### config.mk
export PLATFORM = sky130hd
export DESIGN_NAME = ps2_regif
export DESIGN_NICKNAME = d
export VERILOG_FILES = /design/src/rtl/ps2_regif_pkg.sv /design/src/rtl/ps2_regif_fsm.sv /design/src/rtl/ps2_regif_decode.sv /design/src/rtl/ps2_regif_regs.sv /design/src/rtl/ps2_regif_rdmux.sv /design/src/rtl/ps2_regif.sv
export SDC_FILE = /design/constraint.sdc
export NUM_CORES = 1
export LEC_CHECK = 0
export BUFFER_PORTS_ARGS = -buffer_cell sky130_fd_sc_hd__buf_2
export CAP_MARGIN = 25
export CORE_MARGIN = 2
export CORE_UTILIZATION = 45
export CTS_BUF_LIST = sky130_fd_sc_hd__clkbuf_8 sky130_fd_sc_hd__clkbuf_16
export CTS_CLUSTER_SIZE = 16
export DETAILED_ROUTE_END_ITERATION = 10
export PLACE_DENSITY = 0.82
export SETUP_SLACK_MARGIN = 0.1
export SLEW_MARGIN = 20
export SYNTH_ARGS = -nofsm -noshare
export SYNTH_HDL_FRONTEND = slang
export SYNTH_SLANG_ARGS = --single-unit
### constraint.sdc
create_clock -name clk -period 3.2 [get_ports clk]
set_input_delay 0.16 -clock clk [delete_from_list [all_inputs] [get_ports clk]]
set_output_delay 0.16 -clock clk [all_outputs]
set_load 0.005 [all_outputs]
### src/rtl/ps2_regif_pkg.sv
package ps2_regif_pkg;

    typedef enum logic {
        ACC_IDLE = 1'b0,
        ACC_RESP = 1'b1
    } acc_state_e;

    // register word indices (bus_addr[11:2])
    localparam int IDX_CTRL  = 0;
    localparam int IDX_STAT  = 1;
    localparam int IDX_DATA  = 2;
    localparam int IDX_CDIV  = 3;
    localparam int IDX_ISTAT = 4;

    localparam int ID_WORDS = 8;

    // control bits that feed the interrupt
    localparam int CTL_TX_IE = 3;
    localparam int CTL_RX_IE = 4;

    function automatic logic [7:0] id_byte(input logic [2:0] n);
        logic [7:0] b;
        unique case (n)
            3'd0: b = 8'h50;
            3'd1: b = 8'h10;
            3'd2: b = 8'h04;
            3'd3: b = 8'h00;
            3'd4: b = 8'h0D;
            3'd5: b = 8'hF0;
            3'd6: b = 8'h05;
            default: b = 8'hB1;
        endcase
        return b;
    endfunction

endpackage

### src/rtl/ps2_regif_fsm.sv
module ps2_regif_fsm
    import ps2_regif_pkg::*;
(
    input  logic clk,
    input  logic rst_n,
    input  logic bus_req,
    output logic accept,
    output logic acc_idle,
    output logic bus_ack
);

    acc_state_e st_q;
    acc_state_e st_d;

    // state register
    always_ff @(posedge clk) begin
        if (!rst_n) st_q <= ACC_IDLE;
        else        st_q <= st_d;
    end

    // transitions: accept (IDLE->RESP), release (RESP->IDLE)
    always_comb begin
        st_d = st_q;
        unique case (st_q)
            ACC_IDLE: if (bus_req) st_d = ACC_RESP;
            ACC_RESP: st_d = ACC_IDLE;
            default:  st_d = ACC_IDLE;
        endcase
    end

    // outputs
    always_comb begin
        accept   = 1'b0;
        acc_idle = 1'b0;
        bus_ack  = 1'b0;
        unique case (st_q)
            ACC_IDLE: begin
                acc_idle = 1'b1;
                accept   = bus_req;
            end
            ACC_RESP: bus_ack = 1'b1;
            default: ;
        endcase
    end

endmodule

### src/rtl/ps2_regif_decode.sv
module ps2_regif_decode
    import ps2_regif_pkg::*;
#(
    parameter int ADDR_W = 12,
    localparam int IDX_W = ADDR_W - 2
) (
    input  logic              accept,
    input  logic              bus_we,
    input  logic [ADDR_W-1:0] bus_addr,
    output logic [IDX_W-1:0]  idx,
    output logic              id_hit,
    output logic              wr_ctrl,
    output logic              wr_cdiv,
    output logic              wr_data,
    output logic              rd_data,
    output logic              acc_bad
);

    localparam int ID_BASE = (1 << IDX_W) - ID_WORDS;

    logic rd_ok;
    logic wr_ok;

    always_comb begin
        idx    = bus_addr[ADDR_W-1:2];
        id_hit = (idx >= IDX_W'(ID_BASE));
        rd_ok  = (idx <= IDX_W'(IDX_ISTAT)) || id_hit;
        wr_ok  = (idx == IDX_W'(IDX_CTRL)) || (idx == IDX_W'(IDX_DATA)) ||
                 (idx == IDX_W'(IDX_CDIV));
        wr_ctrl = accept &&  bus_we && (idx == IDX_W'(IDX_CTRL));
        wr_cdiv = accept &&  bus_we && (idx == IDX_W'(IDX_CDIV));
        wr_data = accept &&  bus_we && (idx == IDX_W'(IDX_DATA));
        rd_data = accept && !bus_we && (idx == IDX_W'(IDX_DATA));
        acc_bad = accept && (bus_we ? !wr_ok : !rd_ok);
    end

endmodule

### src/rtl/ps2_regif_regs.sv
module ps2_regif_regs #(
    parameter int CTRL_W = 8,
    parameter int DIV_W  = 8,
    parameter int DATA_W = 32
) (
    input  logic              clk,
    input  logic              rst_n,
    input  logic              wr_ctrl,
    input  logic              wr_cdiv,
    input  logic              wr_data,
    input  logic              rd_data,
    input  logic [DATA_W-1:0] bus_wdata,
    input  logic              rx_empty,
    input  logic [7:0]        rx_data,
    output logic              rx_pop,
    output logic [CTRL_W-1:0] ctrl_q,
    output logic [DIV_W-1:0]  cdiv_q,
    output logic [7:0]        last_q,
    output logic              tx_push,
    output logic [7:0]        tx_data
);

    assign rx_pop = rd_data && !rx_empty;

    always_ff @(posedge clk) begin
        if (!rst_n) begin
            ctrl_q  <= '0;
            cdiv_q  <= '0;
            last_q  <= '0;
            tx_push <= 1'b0;
            tx_data <= '0;
        end else begin
            tx_push <= wr_data;
            if (wr_ctrl) ctrl_q  <= bus_wdata[CTRL_W-1:0];
            if (wr_cdiv) cdiv_q  <= bus_wdata[DIV_W-1:0];
            if (wr_data) tx_data <= bus_wdata[7:0];
            if (rx_pop)  last_q  <= rx_data;
        end
    end

endmodule

### src/rtl/ps2_regif_rdmux.sv
module ps2_regif_rdmux
    import ps2_regif_pkg::*;
#(
    parameter int IDX_W  = 10,
    parameter int CTRL_W = 8,
    parameter int DIV_W  = 8,
    parameter int DATA_W = 32
) (
    input  logic [IDX_W-1:0]  idx,
    input  logic              id_hit,
    input  logic [CTRL_W-1:0] ctrl_q,
    input  logic [DIV_W-1:0]  cdiv_q,
    input  logic [7:0]        last_q,
    input  logic              rx_empty,
    input  logic [7:0]        rx_data,
    input  logic              rx_busy,
    input  logic              tx_empty,
    input  logic              tx_busy,
    input  logic              line_clk,
    input  logic              line_dat,
    output logic [DATA_W-1:0] rd_val
);

    logic       pending;
    logic [6:0] stat;

    always_comb begin
        pending = !rx_empty;
        stat    = {tx_empty, tx_busy, pending, rx_busy, ^last_q, line_clk, line_dat};
        rd_val  = '0;
        if (id_hit) begin
            rd_val = DATA_W'(id_byte(idx[2:0]));
        end else begin
            unique case (int'(idx))
                IDX_CTRL:  rd_val = DATA_W'(ctrl_q);
                IDX_STAT:  rd_val = DATA_W'(stat);
                IDX_DATA:  rd_val = DATA_W'(pending ? rx_data : last_q);
                IDX_CDIV:  rd_val = DATA_W'(cdiv_q);
                IDX_ISTAT: rd_val = DATA_W'({1'b1, pending});
                default:   rd_val = '0;
            endcase
        end
    end

endmodule

### src/rtl/ps2_regif.sv
module ps2_regif
    import ps2_regif_pkg::*;
#(
    parameter int ADDR_W = 12,
    parameter int DATA_W = 32,
    parameter int CTRL_W = 8,
    parameter int DIV_W  = 8
) (
    input  logic              clk,
    input  logic              rst_n,
    input  logic              bus_req,
    input  logic              bus_we,
    input  logic [ADDR_W-1:0] bus_addr,
    input  logic [DATA_W-1:0] bus_wdata,
    output logic              bus_ack,
    output logic [DATA_W-1:0] bus_rdata,
    output logic              bus_err,
    output logic              irq_o,
    input  logic              rx_empty,
    input  logic [7:0]        rx_data,
    output logic              rx_pop,
    input  logic              rx_busy,
    input  logic              tx_empty,
    input  logic              tx_busy,
    output logic              tx_push,
    output logic [7:0]        tx_data,
    input  logic              line_clk,
    input  logic              line_dat
);

    localparam int IDX_W = ADDR_W - 2;

    logic              accept;
    logic              acc_idle;
    logic [IDX_W-1:0]  idx;
    logic              id_hit;
    logic              wr_ctrl, wr_cdiv, wr_data, rd_data, acc_bad;
    logic [CTRL_W-1:0] ctrl_q;
    logic [DIV_W-1:0]  cdiv_q;
    logic [7:0]        last_q;
    logic [DATA_W-1:0] rd_val;
    logic [DATA_W-1:0] rdata_q;
    logic              err_q;

    ps2_regif_fsm u_fsm (
        .clk(clk), .rst_n(rst_n), .bus_req(bus_req),
        .accept(accept), .acc_idle(acc_idle), .bus_ack(bus_ack)
    );

    ps2_regif_decode #(.ADDR_W(ADDR_W)) u_dec (
        .accept(accept), .bus_we(bus_we), .bus_addr(bus_addr),
        .idx(idx), .id_hit(id_hit), .wr_ctrl(wr_ctrl), .wr_cdiv(wr_cdiv),
        .wr_data(wr_data), .rd_data(rd_data), .acc_bad(acc_bad)
    );

    ps2_regif_regs #(.CTRL_W(CTRL_W), .DIV_W(DIV_W), .DATA_W(DATA_W)) u_regs (
        .clk(clk), .rst_n(rst_n), .wr_ctrl(wr_ctrl), .wr_cdiv(wr_cdiv),
        .wr_data(wr_data), .rd_data(rd_data), .bus_wdata(bus_wdata),
        .rx_empty(rx_empty), .rx_data(rx_data), .rx_pop(rx_pop),
        .ctrl_q(ctrl_q), .cdiv_q(cdiv_q), .last_q(last_q),
        .tx_push(tx_push), .tx_data(tx_data)
    );

    ps2_regif_rdmux #(.IDX_W(IDX_W), .CTRL_W(CTRL_W), .DIV_W(DIV_W), .DATA_W(DATA_W)) u_mux (
        .idx(idx), .id_hit(id_hit), .ctrl_q(ctrl_q), .cdiv_q(cdiv_q),
        .last_q(last_q), .rx_empty(rx_empty), .rx_data(rx_data),
        .rx_busy(rx_busy), .tx_empty(tx_empty), .tx_busy(tx_busy),
        .line_clk(line_clk), .line_dat(line_dat), .rd_val(rd_val)
    );

    // response register, loaded on the accepting edge
    always_ff @(posedge clk) begin
        if (!rst_n) begin
            rdata_q <= '0;
            err_q   <= 1'b0;
        end else begin
            err_q <= accept && acc_bad;
            if (accept) rdata_q <= (bus_we || acc_bad) ? '0 : rd_val;
        end
    end

    assign bus_rdata = rdata_q;
    assign bus_err   = err_q;
    assign irq_o     = (!rx_empty && ctrl_q[CTL_RX_IE]) || ctrl_q[CTL_TX_IE];

endmodule

# After elaboration in Yosys (flattened, before gate mapping)
# Cells that the tools add are included.
# W data, S select, Z words.
[word_totals] ff_bits=67 out_inout_bits=45 elab_cells=53
[op_classes] order_cmp=2 n_eq_ne=10 muxes=10 bitwise=1 reduce_logical=22
[op_table] operator="$pmux W32 S5" count=1
[op_table] operator="$mux W32" count=2
[op_table] operator="$pmux W8 S7" count=1
[op_table] operator="$eq A10 B2 Y1 const B" count=2
[op_table] operator="$eq A10 B1 Y1 const B" count=1
[op_table] operator="$eq A10 B3 Y1 const B" count=1
[op_table] operator="$ge A10 B10 Y1 const B" count=1
[op_table] operator="$le A10 B3 Y1 const B" count=1
[op_table] operator="$logic_and A1 B1 Y1" count=10
[op_table] operator="$logic_not A10 Y1" count=1
[op_table] operator="$eq A3 B3 Y1 const B" count=3
[op_table] operator="$mux W8" count=1
[op_table] operator="$reduce_xor A8 Y1" count=1
[op_table] operator="$eq A3 B2 Y1 const B" count=2
[op_table] operator="$logic_or A1 B1 Y1" count=5
[op_table] operator="$logic_not A1 Y1" count=4
[op_table] operator="$mux W1" count=4
[op_table] operator="$eq A3 B1 Y1 const B" count=1
[op_table] operator="$logic_not A3 Y1" count=1
[op_table] operator="$pmux W1 S2" count=1
[op_table] operator="$not A1 Y1" count=1

# Depth between registers and ports, before layout
# Gate-level depths: netlist of the first run.
[logic_depth] depth_word=8 ltp_mapped=7

# Hierarchy
# A second synthesis of the first run with hierarchy kept.
[hier_totals] cells_unflattened=403 area_unflattened_um2=3862.5
[by_module_without_submodules] module="ps2_regif" instances=1 cells_per_inst=149 area_each_um2=1570.3
[by_module_without_submodules] module="ps2_regif_regs" instances=1 cells_per_inst=115 area_each_um2=1270.0
[by_module_without_submodules] module="ps2_regif_rdmux" instances=1 cells_per_inst=105 area_each_um2=772.0
[by_module_without_submodules] module="ps2_regif_decode" instances=1 cells_per_inst=30 area_each_um2=211.5
[by_module_without_submodules] module="ps2_regif_fsm" instances=1 cells_per_inst=4 area_each_um2=38.8

# Worst setup path before layout of the first run
# OpenSTA, ideal clock, no wires.
[synth_timing] path_kind="in2reg" from="in bus_addr[9]" to="reg u_regs.tx_data[0]" setup_ns=0.116 arrival_time_ns=1.735 path_slack_ns=1.349 stages=5 path_buffers=0 path_cell_list="or4_4 > or3_4 > nor3_4 > mux2i_1 > nor2b_1"
[synth_between] elab_chain_cells=2
[synth_rtl] item="start, declared" line="ps2_regif.sv:13" rtl="input logic [ADDR_W-1:0] bus_addr,"
[synth_rtl] item="$eq A10 B2 Y1" line="ps2_regif_decode.sv:32" rtl="wr_data = accept && bus_we && (idx == IDX_W'(IDX_DATA));"
[synth_rtl] item="$logic_and A1 B1 Y1" line="ps2_regif_decode.sv:32"
[synth_rtl] item="end signal, assigned" line="ps2_regif_regs.sv:36" rtl="if (wr_data) tx_data <= bus_wdata[7:0];"
[synth_rtl] item="end, declared" line="ps2_regif_regs.sv:20" rtl="output logic [7:0] tx_data"
# No other way between the ends.
# A chain may end at the register's enable or synchronous reset.

# Worst setup path in the final report of the first run
[layout_timing] from="reg u_fsm.st_q" to="out rx_pop"
[layout_between] elab_chain_cells=4
[layout_rtl] item="start, declared" line="ps2_regif_fsm.sv:12" rtl="acc_state_e st_q;"
[layout_rtl] item="start signal, assigned" line="ps2_regif_fsm.sv:18" rtl="else st_q <= st_d;"
[layout_rtl] item="$mux W1" line="ps2_regif_fsm.sv:36" rtl="unique case (st_q)"
[layout_rtl] item="$logic_and A1 B1 Y1 (2 in series)" line="ps2_regif_decode.sv:33" rtl="rd_data = accept && !bus_we && (idx == IDX_W'(IDX_DATA));"
[layout_rtl] item="$logic_and A1 B1 Y1" line="ps2_regif_regs.sv:23" rtl="assign rx_pop = rd_data && !rx_empty;"
[layout_rtl] item="end, declared" line="ps2_regif.sv:21" rtl="output logic rx_pop,"
# No other way between the ends.

==> impl_metrics.ini, run 1 <==
[drt]
routed_wl_mm = 5.30
avgRoutedWirePerCell_um = 13.6
wl_met1_mm = 2.41
via_count = 1981
drc = 0
final_antenna_net_count = 0
drt_iter0_markers = 184
dr.pass1.iters = 4
top_layer_used = met4
routed_via_density = 5.08
route.met2.wl_mm = 2.39
route.met3.wl_um = 378

[placed_design]
dp_hpwl_mm = 3.97
dp_cells = 382
portBuffers = 56
gp_congestion = 0.869

[floorplanning]
core_area_um2 = 5140
dieArea_um2 = 5950
die_w_um = 77.1
num_io_pins = 107
die_h_um = 77.1
rows = 26
initial_core_util_pct = 46.8

[sta]
slew_viol_final = 0
tns_ps = 0
fin_crit_sh_pct = 63.1
tightest_slew_ps = 600
finalHoldViolations = 0
report.final.setup_viol = 0
min_period_ps = 2020
rsz0062_at_grt = no
clock.fmax_mhz = 495
finClkSkew_ps = 4.03
slew_headroom_pct = 59.8

[global_route]
antenna_found_initial = 0
grt_pass1_wl_mm = 8.58
grt_max_degree = 39
grt-ovfl-total = 0
grt_pass1_vias = 1782
grtUsageTotal_pct = 18.1

[cts]
clock_latency_ps = 300
max-clock-path-buffers = 2
cts_buffers = 5
cts_sinks = 43
tritoncts = yes
holdBufCountCts = 0
cts-resized-gates = 0
htree_levels = 2
cts.clk_slew.worst_paths_ps = 80
root_buffer = clkbuf_8
cts_setup_buffers = 0

[worst_setup_path]
cp.required_ps = 3040
start_kind = flop
criticalPathCategory = flop to output port
critPathCaptureType = output port
crit_fanout = 8
arrival_ps = 1860

[power]
pwr_density_cell_nw_per_um2 = 391
ir_drop_v = 0.000288
leakagePower_uw = 0.00124

[synth]
synth_edf_count = 0
synth_cells = 270
ys_ff_latch = 43
synth_common_cells = dfxtp_1, mux2i_1, nand2_1
yosysWarnings = 0
syn_avg_cell_area_um2 = 8.91
yosys_most_used_dff = dfxtp_1
netlist.area_leader.share_pct = 35.8
async_flop_share_pct = 0
synth_area_leaders = dfxtp_1, mux2i_1, buf_4
yosysMostFrequentCell = dfxtp_1
synth_cell_types = 44
yosysTopAreaCell = dfxtp_1
yosysSeqAreaShare_pct = 35.8
syn-cell-area_um2 = 2410

[final_layout]
num-fill-cells = 482
drive_gt1_share_pct = 22.8
areaGrowthSynthToFinish_pct = 14.2
num-nets-final = 381
n_antenna_cell = 0
final_cells = 390

[job]
maxCapViolations = 0

[run_status]
status = finished, final reports clean

[worst_hold_path]
worstHoldPathType = primary input to flop
[metrics by stage]
step / hold WS [ps] / power [uW] / utilization [%] / instance area [um2] / setup WS (ps)
2_1_floorplan: 307 / 631 / - / 2490 / 1350
5_1_grt: 118 / 1120 / 53.5 / 2750 / 1030
3_3_place_gp: 429 / 650 / 51.2 / 2630 / 981
3_5_place_dp: 437 / 650 / 51.2 / 2630 / 1020
6_report: 127 / 1080 / 53.5 / 2750 / 1180
4_1_cts: 116 / 1090 / 53.5 / 2750 / 1230
[routing by layer]
layer  up-vias  global-route usage, %
met3        12                   4.12
met4         0                   8.39
li1       1000                      -
met2        85                   27.7
met5         -                      0
met1       884                   24.3
[placed cells by master (no fill, tap or decap), types with 2 or more instances in the layout]
| cell | instances |
|---|---|
| or3_1 | 2 |
| nor3_2 | 2 |
| nor2_1 | 9 |
| a21o_1 | 2 |
| mux2i_1 | 33 |
| a32o_1 | 5 |
| a21boi_0 | 9 |
| a211oi_1 | 3 |
| nand4_1 | 2 |
| o21a_1 | 2 |
| o211ai_1 | 3 |
| xnor2_1 | 6 |
| xor2_1 | 2 |
| a31oi_1 | 2 |
| clkbuf_8 | 5 |
| and2_1 | 4 |
| nand3_1 | 3 |
| nand2b_1 | 3 |
| nor2b_1 | 26 |
| inv_1 | 4 |
| o21ai_0 | 14 |
| buf_2 | 56 |
| mux2_2 | 2 |
| dfxtp_1 | 43 |
| nor3_1 | 2 |
| nand2_1 | 31 |
| o31ai_1 | 2 |
| nor4_1 | 2 |
| conb_1 | 24 |
[critical path, stage by stage, from the launching register on]
cell	delay, ps
dfxtp_1	320
nand2b_1	220
nor2_1	460
nand2_1	100
nor4_1	290
buf_2	180
[cell families after synthesis]
| logic type | count (synthesis) | synth area share (%) |
|---|---|---|
| buffers and inverters | 41 | 10.1 |
| and+or+nand+nor | 92 | 21.0 |
| muxes | 36 | 15.6 |
| DFF | 43 | 35.8 |
| AOI/OAI and AO/OA | 49 | 14.4 |
| xor gates and xnor gates | 8 | 2.91 |
| other | 1 | 0.156 |
[where the power goes]
group	switching (uW)	total, uW	internal (uW)
clock network	200	437	237
logic	61.5	102	40.1
registers	0.631	537	536
[worst paths after layout]
check	cells after the start	slack [ps]	to	startpoint
min reg2reg	2	470	u_regs.cdiv_q[3]	u_regs.cdiv_q[3]
max reg2reg	5	1320	u_regs.last_q[4]	u_fsm.st_q
max	5	1180	rx_pop	u_fsm.st_q
min	3	130	u_regs.last_q[5]	rx_data[5]
[flip-flops by register name (all words and copies together), names as in the netlist]
signal and flops:
u_regs.last_q 8, bus_rdata 8, u_regs.ctrl_q 8, u_regs.tx_push 1, u_regs.tx_data 8, u_fsm.st_q 1, u_regs.cdiv_q 8, bus_err 1
[area by class of cell]
cell class | instances | area, um2 | area share, %
clock buffer | 5 | 68.8 | 2.50
clock inverter | 3 | 47.5 | 1.73
inverter | 4 | 15.0 | 0.546
multi-input combinational | 209 | 1390 | 50.5
sequential | 43 | 861 | 31.3
tap | 70 | 87.6 | 3.19
timing repair buffer | 56 | 280 | 10.2
(Power assumes the default switching activity.)
==> inputs of run 2 (changes only) <==
Settings changed: ABC_AREA from default to 1, PLACE_DENSITY 0.82 to 0.81.
Clock period 3.2 ns to 2.05 ns, I/O delays scaled along.
==> impl_metrics.ini, run 2 <==
[sta]
rsz0062_at_grt = no
fin_crit_sh_pct = 78.3
report.final.setup_viol = 0
finClkSkew_ps = 8.42
min_period_ps = 1610
clock.fmax_mhz = 623
finalHoldViolations = 0
slew_viol_final = 0
tns_ps = 0

[drt]
avgRoutedWirePerCell_um = 11.9
drt_iter0_markers = 176
routed_via_density = 4.97
via_count = 2485
routed_wl_mm = 5.95
final_antenna_net_count = 0
dr.pass1.iters = 4
drc = 0

[placed_design]
gp_congestion = 0.868
dp_hpwl_mm = 4.56
placed_cell_area_um2 = 2820
portBuffers = 56

[global_route]
grt_pass1_vias = 2178
grt-ovfl-total = 0
antenna_found_initial = 0
grt_max_degree = 24
grt_pass1_wl_mm = 9.52
grtUsageTotal_pct = 19.0

[worst_setup_path]
start_kind = flop
crit_buf_inv = 1
critPathCaptureType = output port
worstPathCellList = nor2_4, nand2_2, nor3_4, buf_2
crit_fanout = 9
criticalPathCategory = flop to output port
worstSetupStartpoint = u_fsm.st_q
reg2reg_from = u_fsm.st_q
arrival_ps = 1500
critPathMaxStageDelay_ps = 390
cp.required_ps = 1950
slowest_stage = nor3_4
crit_family = simple AND/OR/NAND/NOR gates

[power]
leakagePower_uw = 0.00140
ir_drop_v = 0.000494
pwr_density_cell_nw_per_um2 = 609

[run_status]
status = finished, final reports clean

[synth]
yosysTopAreaCell = dfxtp_1
yosysMostFrequentCell = nand2_1
syn_avg_cell_area_um2 = 6.95
ys_ff_latch = 43
async_flop_share_pct = 0
synth_edf_count = 0
yosys_most_used_dff = dfxtp_1
synth_cell_types = 34
syn-cell-area_um2 = 2590
synth_cells = 373
yosysSeqAreaShare_pct = 33.2
synth_common_cells = nand2_1, a21oi_1, dfxtp_1, inv_1, nand3_1
yosysWarnings = 0
netlist.area_leader.share_pct = 33.2
synth_area_leaders = dfxtp_1, nand2_1, a21oi_1

[worst_hold_path]
hold_path_startpoint = rx_data[4]
worstHoldPathType = primary input to flop

[cts]
tritoncts = yes
cts.clk_slew.worst_paths_ps = 90
holdBufCountCts = 0
cts_buffers = 5
max-clock-path-buffers = 2
cts-resized-gates = 0
clock_latency_ps = 300
htree_levels = 2
cts_sinks = 43
root_buffer = clkbuf_8
cts_setup_buffers = 0

[floorplanning]
num_io_pins = 107
die_w_um = 79.9
rows = 27
die_h_um = 79.9
dieArea_um2 = 6390
initial_core_util_pct = 46.8
core_area_um2 = 5540

[final_layout]
mostFrequentLayoutCells = nand2_1, buf_2, a21oi_1, inv_1, dfxtp_1
finalInstanceArea_um2 = 2950
areaGrowthSynthToFinish_pct = 13.9
n_antenna_cell = 0
num-fill-cells = 558
drive_gt1_share_pct = 23.1
layout_commonest_cell = nand2_1
num-nets-final = 489
final_util_pct = 53.3

[job]
maxCapViolations = 0
run 2: changes by cell type in the layout (fill, tap and decap cells not counted), sizes merged, moves of 4 or more:
| cell | before | now |
|---|---|---|
| mux2i | 33 | 0 |
| nand3 | 3 | 33 |
| nand2 | 31 | 76 |
| a21oi | 1 | 51 |
| nor2 | 9 | 34 |
| o21ai | 14 | 37 |
| inv | 5 | 45 |
| a32o | 5 | 0 |
| a21boi | 9 | 0 |
| xnor2 | 6 | 2 |
| nor2b | 26 | 0 |
run 2: final cells by class:
cell class                      instances  area [um2]  share of cell area, %
Clock buffer                            5        68.8                   2.33
Tap cell                               72        90.1                   3.05
Inverter                               47         181                   6.14
Sequential cell                        43         861                   29.1
Multi-Input combinational cell        271        1380                   46.8
Clock inverter                          3        67.6                   2.29
Timing Repair Buffer                   59         303                   10.2
run 2: final timing paths:
path,end,slack [ps],cells after the start
setup / recovery,rx_pop,440,4
hold / removal,u_regs.last_q[4],40,3
setup reg to reg,u_regs.ctrl_q[2],470,6
hold reg to reg,u_regs.tx_data[6],450,2
run 2: metal layers:
layer  vias up  global-route usage [%]  routed length [um]
met5         -                       0                   0
met4         0                    8.47                 122
met3        14                    3.62                 365
met2        85                    30.5                2770
met1      1118                    24.6                2690
li1       1268                       -                   -
run 2: power breakdown:
part           internal [uW]  switching [uW]
clock network            486             313
registers                837            1.33
logic                   50.3             111
run 2: worst reg2reg max path: cells and delay by family (launching register included):
kind | cells | cell delay, ps
simple gates | 3 | 620
flops | 1 | 340
compound gates | 2 | 280
buf+inv | 1 | 230
run 2: cells by family (layout without fill, tap and decap cells):
| group | after synthesis | count (layout) | synth area share, % |
|---|---|---|---|
| AOI/OAI and AO/OA | 89 | 89 | 17.8 |
| other | 1 | 24 | 0.145 |
| DFF | 43 | 43 | 33.2 |
| buffers and inverters | 82 | 114 | 16.8 |
| xor gates and xnor gates | 4 | 4 | 1.35 |
| and+or+nand+nor | 154 | 154 | 30.6 |
run 2: through the flow:
step                setup slack [ps]  std cells  hold WS, ps  power, uW
CTS                              438        500         41.4       1800
global placement                 515        492          353       1020
detailed placement               467        492          359       1020
global route                     303        500         50.5       1860
floorplan                        759        396          241        985
finish                           445        500         43.4       1800
==> inputs of run 3 (changes only) <==
Clock period 2.05 ns to 1.5 ns, I/O delays scaled along.
==> impl_metrics.ini, run 3 (synthesized netlist as in run 2, its figures left out) <==
[run_status]
status = finished, final reports clean

[drt]
avgRoutedWirePerCell_um = 12.0
routed_wl_mm = 6.05
wl_met1_mm = 2.81
drt_iter0_markers = 107
route.met3.wl_um = 339
drc = 0
dr.pass1.iters = 4
routed_via_density = 4.91
route.met2.wl_mm = 2.76
final_antenna_net_count = 0
top_layer_used = met4
via_count = 2482

[worst_setup_path]
crit_buf_inv = 1
crit_path_end = u_regs.ctrl_q[5]
critPathCaptureType = flop
crit_family = simple AND/OR/NAND/NOR gates
crit_cells = 5
cp.required_ps = 1720
reg2reg_from = u_fsm.st_q
r2r_cells = 5
slowest_stage = dfxtp_1
criticalPathCategory = flop to flop
critPathMaxStageDelay_ps = 340
start_kind = flop
reg2reg_slack_ps = 180
worstSetupStartpoint = u_fsm.st_q
r2r_end = u_regs.ctrl_q[5]
crit_fanout = 8
arrival_ps = 1540
worstPathCellList = nor2_4, inv_1, nor2_8, nand3_2, a21oi_1

[power]
leakagePower_uw = 0.00142
ir_drop_v = 0.000766
power.total_uw = 2250
pwr_density_cell_nw_per_um2 = 758

[sta]
min_period_ps = 1320
clock.fmax_mhz = 759
finClkSkew_ps = 3.91
rsz0062_at_grt = yes
finalHoldViolations = 0
slew_viol_final = 0
fin_crit_sh_pct = 87.9
setup_ws_ps = 182
tns_ps = 0
report.final.setup_viol = 0
timing.hold.ws_ps = 33.2

[global_route]
grt_pass1_vias = 2143
grt_pass1_wl_mm = 9.58
grt_max_degree = 27
grtUsageTotal_pct = 19.0
grt-ovfl-total = 0
antenna_found_initial = 0

[cts]
holdBufCountCts = 0
tritoncts = yes
root_buffer = clkbuf_8
cts.clk_slew.worst_paths_ps = 80
cts_buffers = 5
max-clock-path-buffers = 2
clock_latency_ps = 290
cts_sinks = 43
htree_levels = 2

[placed_design]
gp_congestion = 0.882
portBuffers = 56
dpl_worst_slack_ps = 84.5
dp_hpwl_mm = 4.45

[floorplanning]
dieArea_um2 = 6390
die_h_um = 79.9
initial_core_util_pct = 46.8
rows = 27
die_w_um = 79.9
num_io_pins = 107
core_area_um2 = 5540

[final_layout]
drive_gt1_share_pct = 24.2
n_antenna_cell = 0
seq_area_um2 = 861
mostFrequentLayoutCells = nand2_1, buf_2, a21oi_1, inv_1, dfxtp_1
multi_input_area_um2 = 1400
final_util_pct = 53.7
num-nets-final = 495
areaGrowthSynthToFinish_pct = 14.8
layout_commonest_cell = nand2_1
num-fill-cells = 564

[job]
maxCapViolations = 0

[worst_hold_path]
worstHoldPathType = primary input to flop
-- run 3: cell types whose count changed in the layout (fill, tap and decap cells not counted), sizes merged --
cell | previous run | this run
buf | 59 | 64
bufinv | 2 | 1
nand3 | 33 | 34
-- run 3: stage by stage --
step                cell area, um2  std cells
floorplan                     2680        396
global placement              2840        495
detailed placement            2840        495
CTS                           2970        505
global route                  2980        505
finish                        2980        505
-- run 3: layout make-up --
type                       instances  share of cell area [%]
multi-input combinational        272                    47.0
sequential                        43                    28.9
timing repair buffer              64                    11.4
inverter                          47                    6.10
tap                               72                    3.03
clock buffer                       5                    2.31
clock inverter                     2                    1.26
-- run 3: tightest hold or removal path, cell delays in order --
cell and delay, ps:
buf_2 100, inv_1 60, a21oi_1 50
-- run 3: per-layer routing --
layer / global-route usage, % / vias up
met3: 3.39 / 14
met2: 32.2 / 79
met1: 24.3 / 1112
met4: 6.10 / 0
li1: - / 1277
met5: 0 / -
-- run 3: what timing repair did --
action	4_1_cts	5_1_grt
gates cloned	1	0
resized for setup	0	6
pin swaps	3	1
endpoints found under the setup margin	7	18
buffers inserted	2	0
-- run 3: worst min-delay path by stage --
stage | start | endpoint | slack (ps) | cells after the start
after floorplan | rst_n | u_regs.last_q[0] | 210 | 2
after global placement | rx_data[0] | u_regs.last_q[0] | 330 | 3
after detailed placement | rx_data[3] | u_regs.last_q[3] | 340 | 3
after CTS | rx_data[2] | u_regs.last_q[2] | 40 | 3
after global routing | rx_data[4] | u_regs.last_q[4] | 40 | 3
final | rx_data[2] | u_regs.last_q[2] | 30 | 3
-- run 3: report_power, final --
group	total [uW]	switching (uW)	leakage, uW	internal, uW
Clock	879	392	0.0000502	487
Combinational	231	156	0.00102	75.4
Sequential	1150	1.74	0.000347	1140
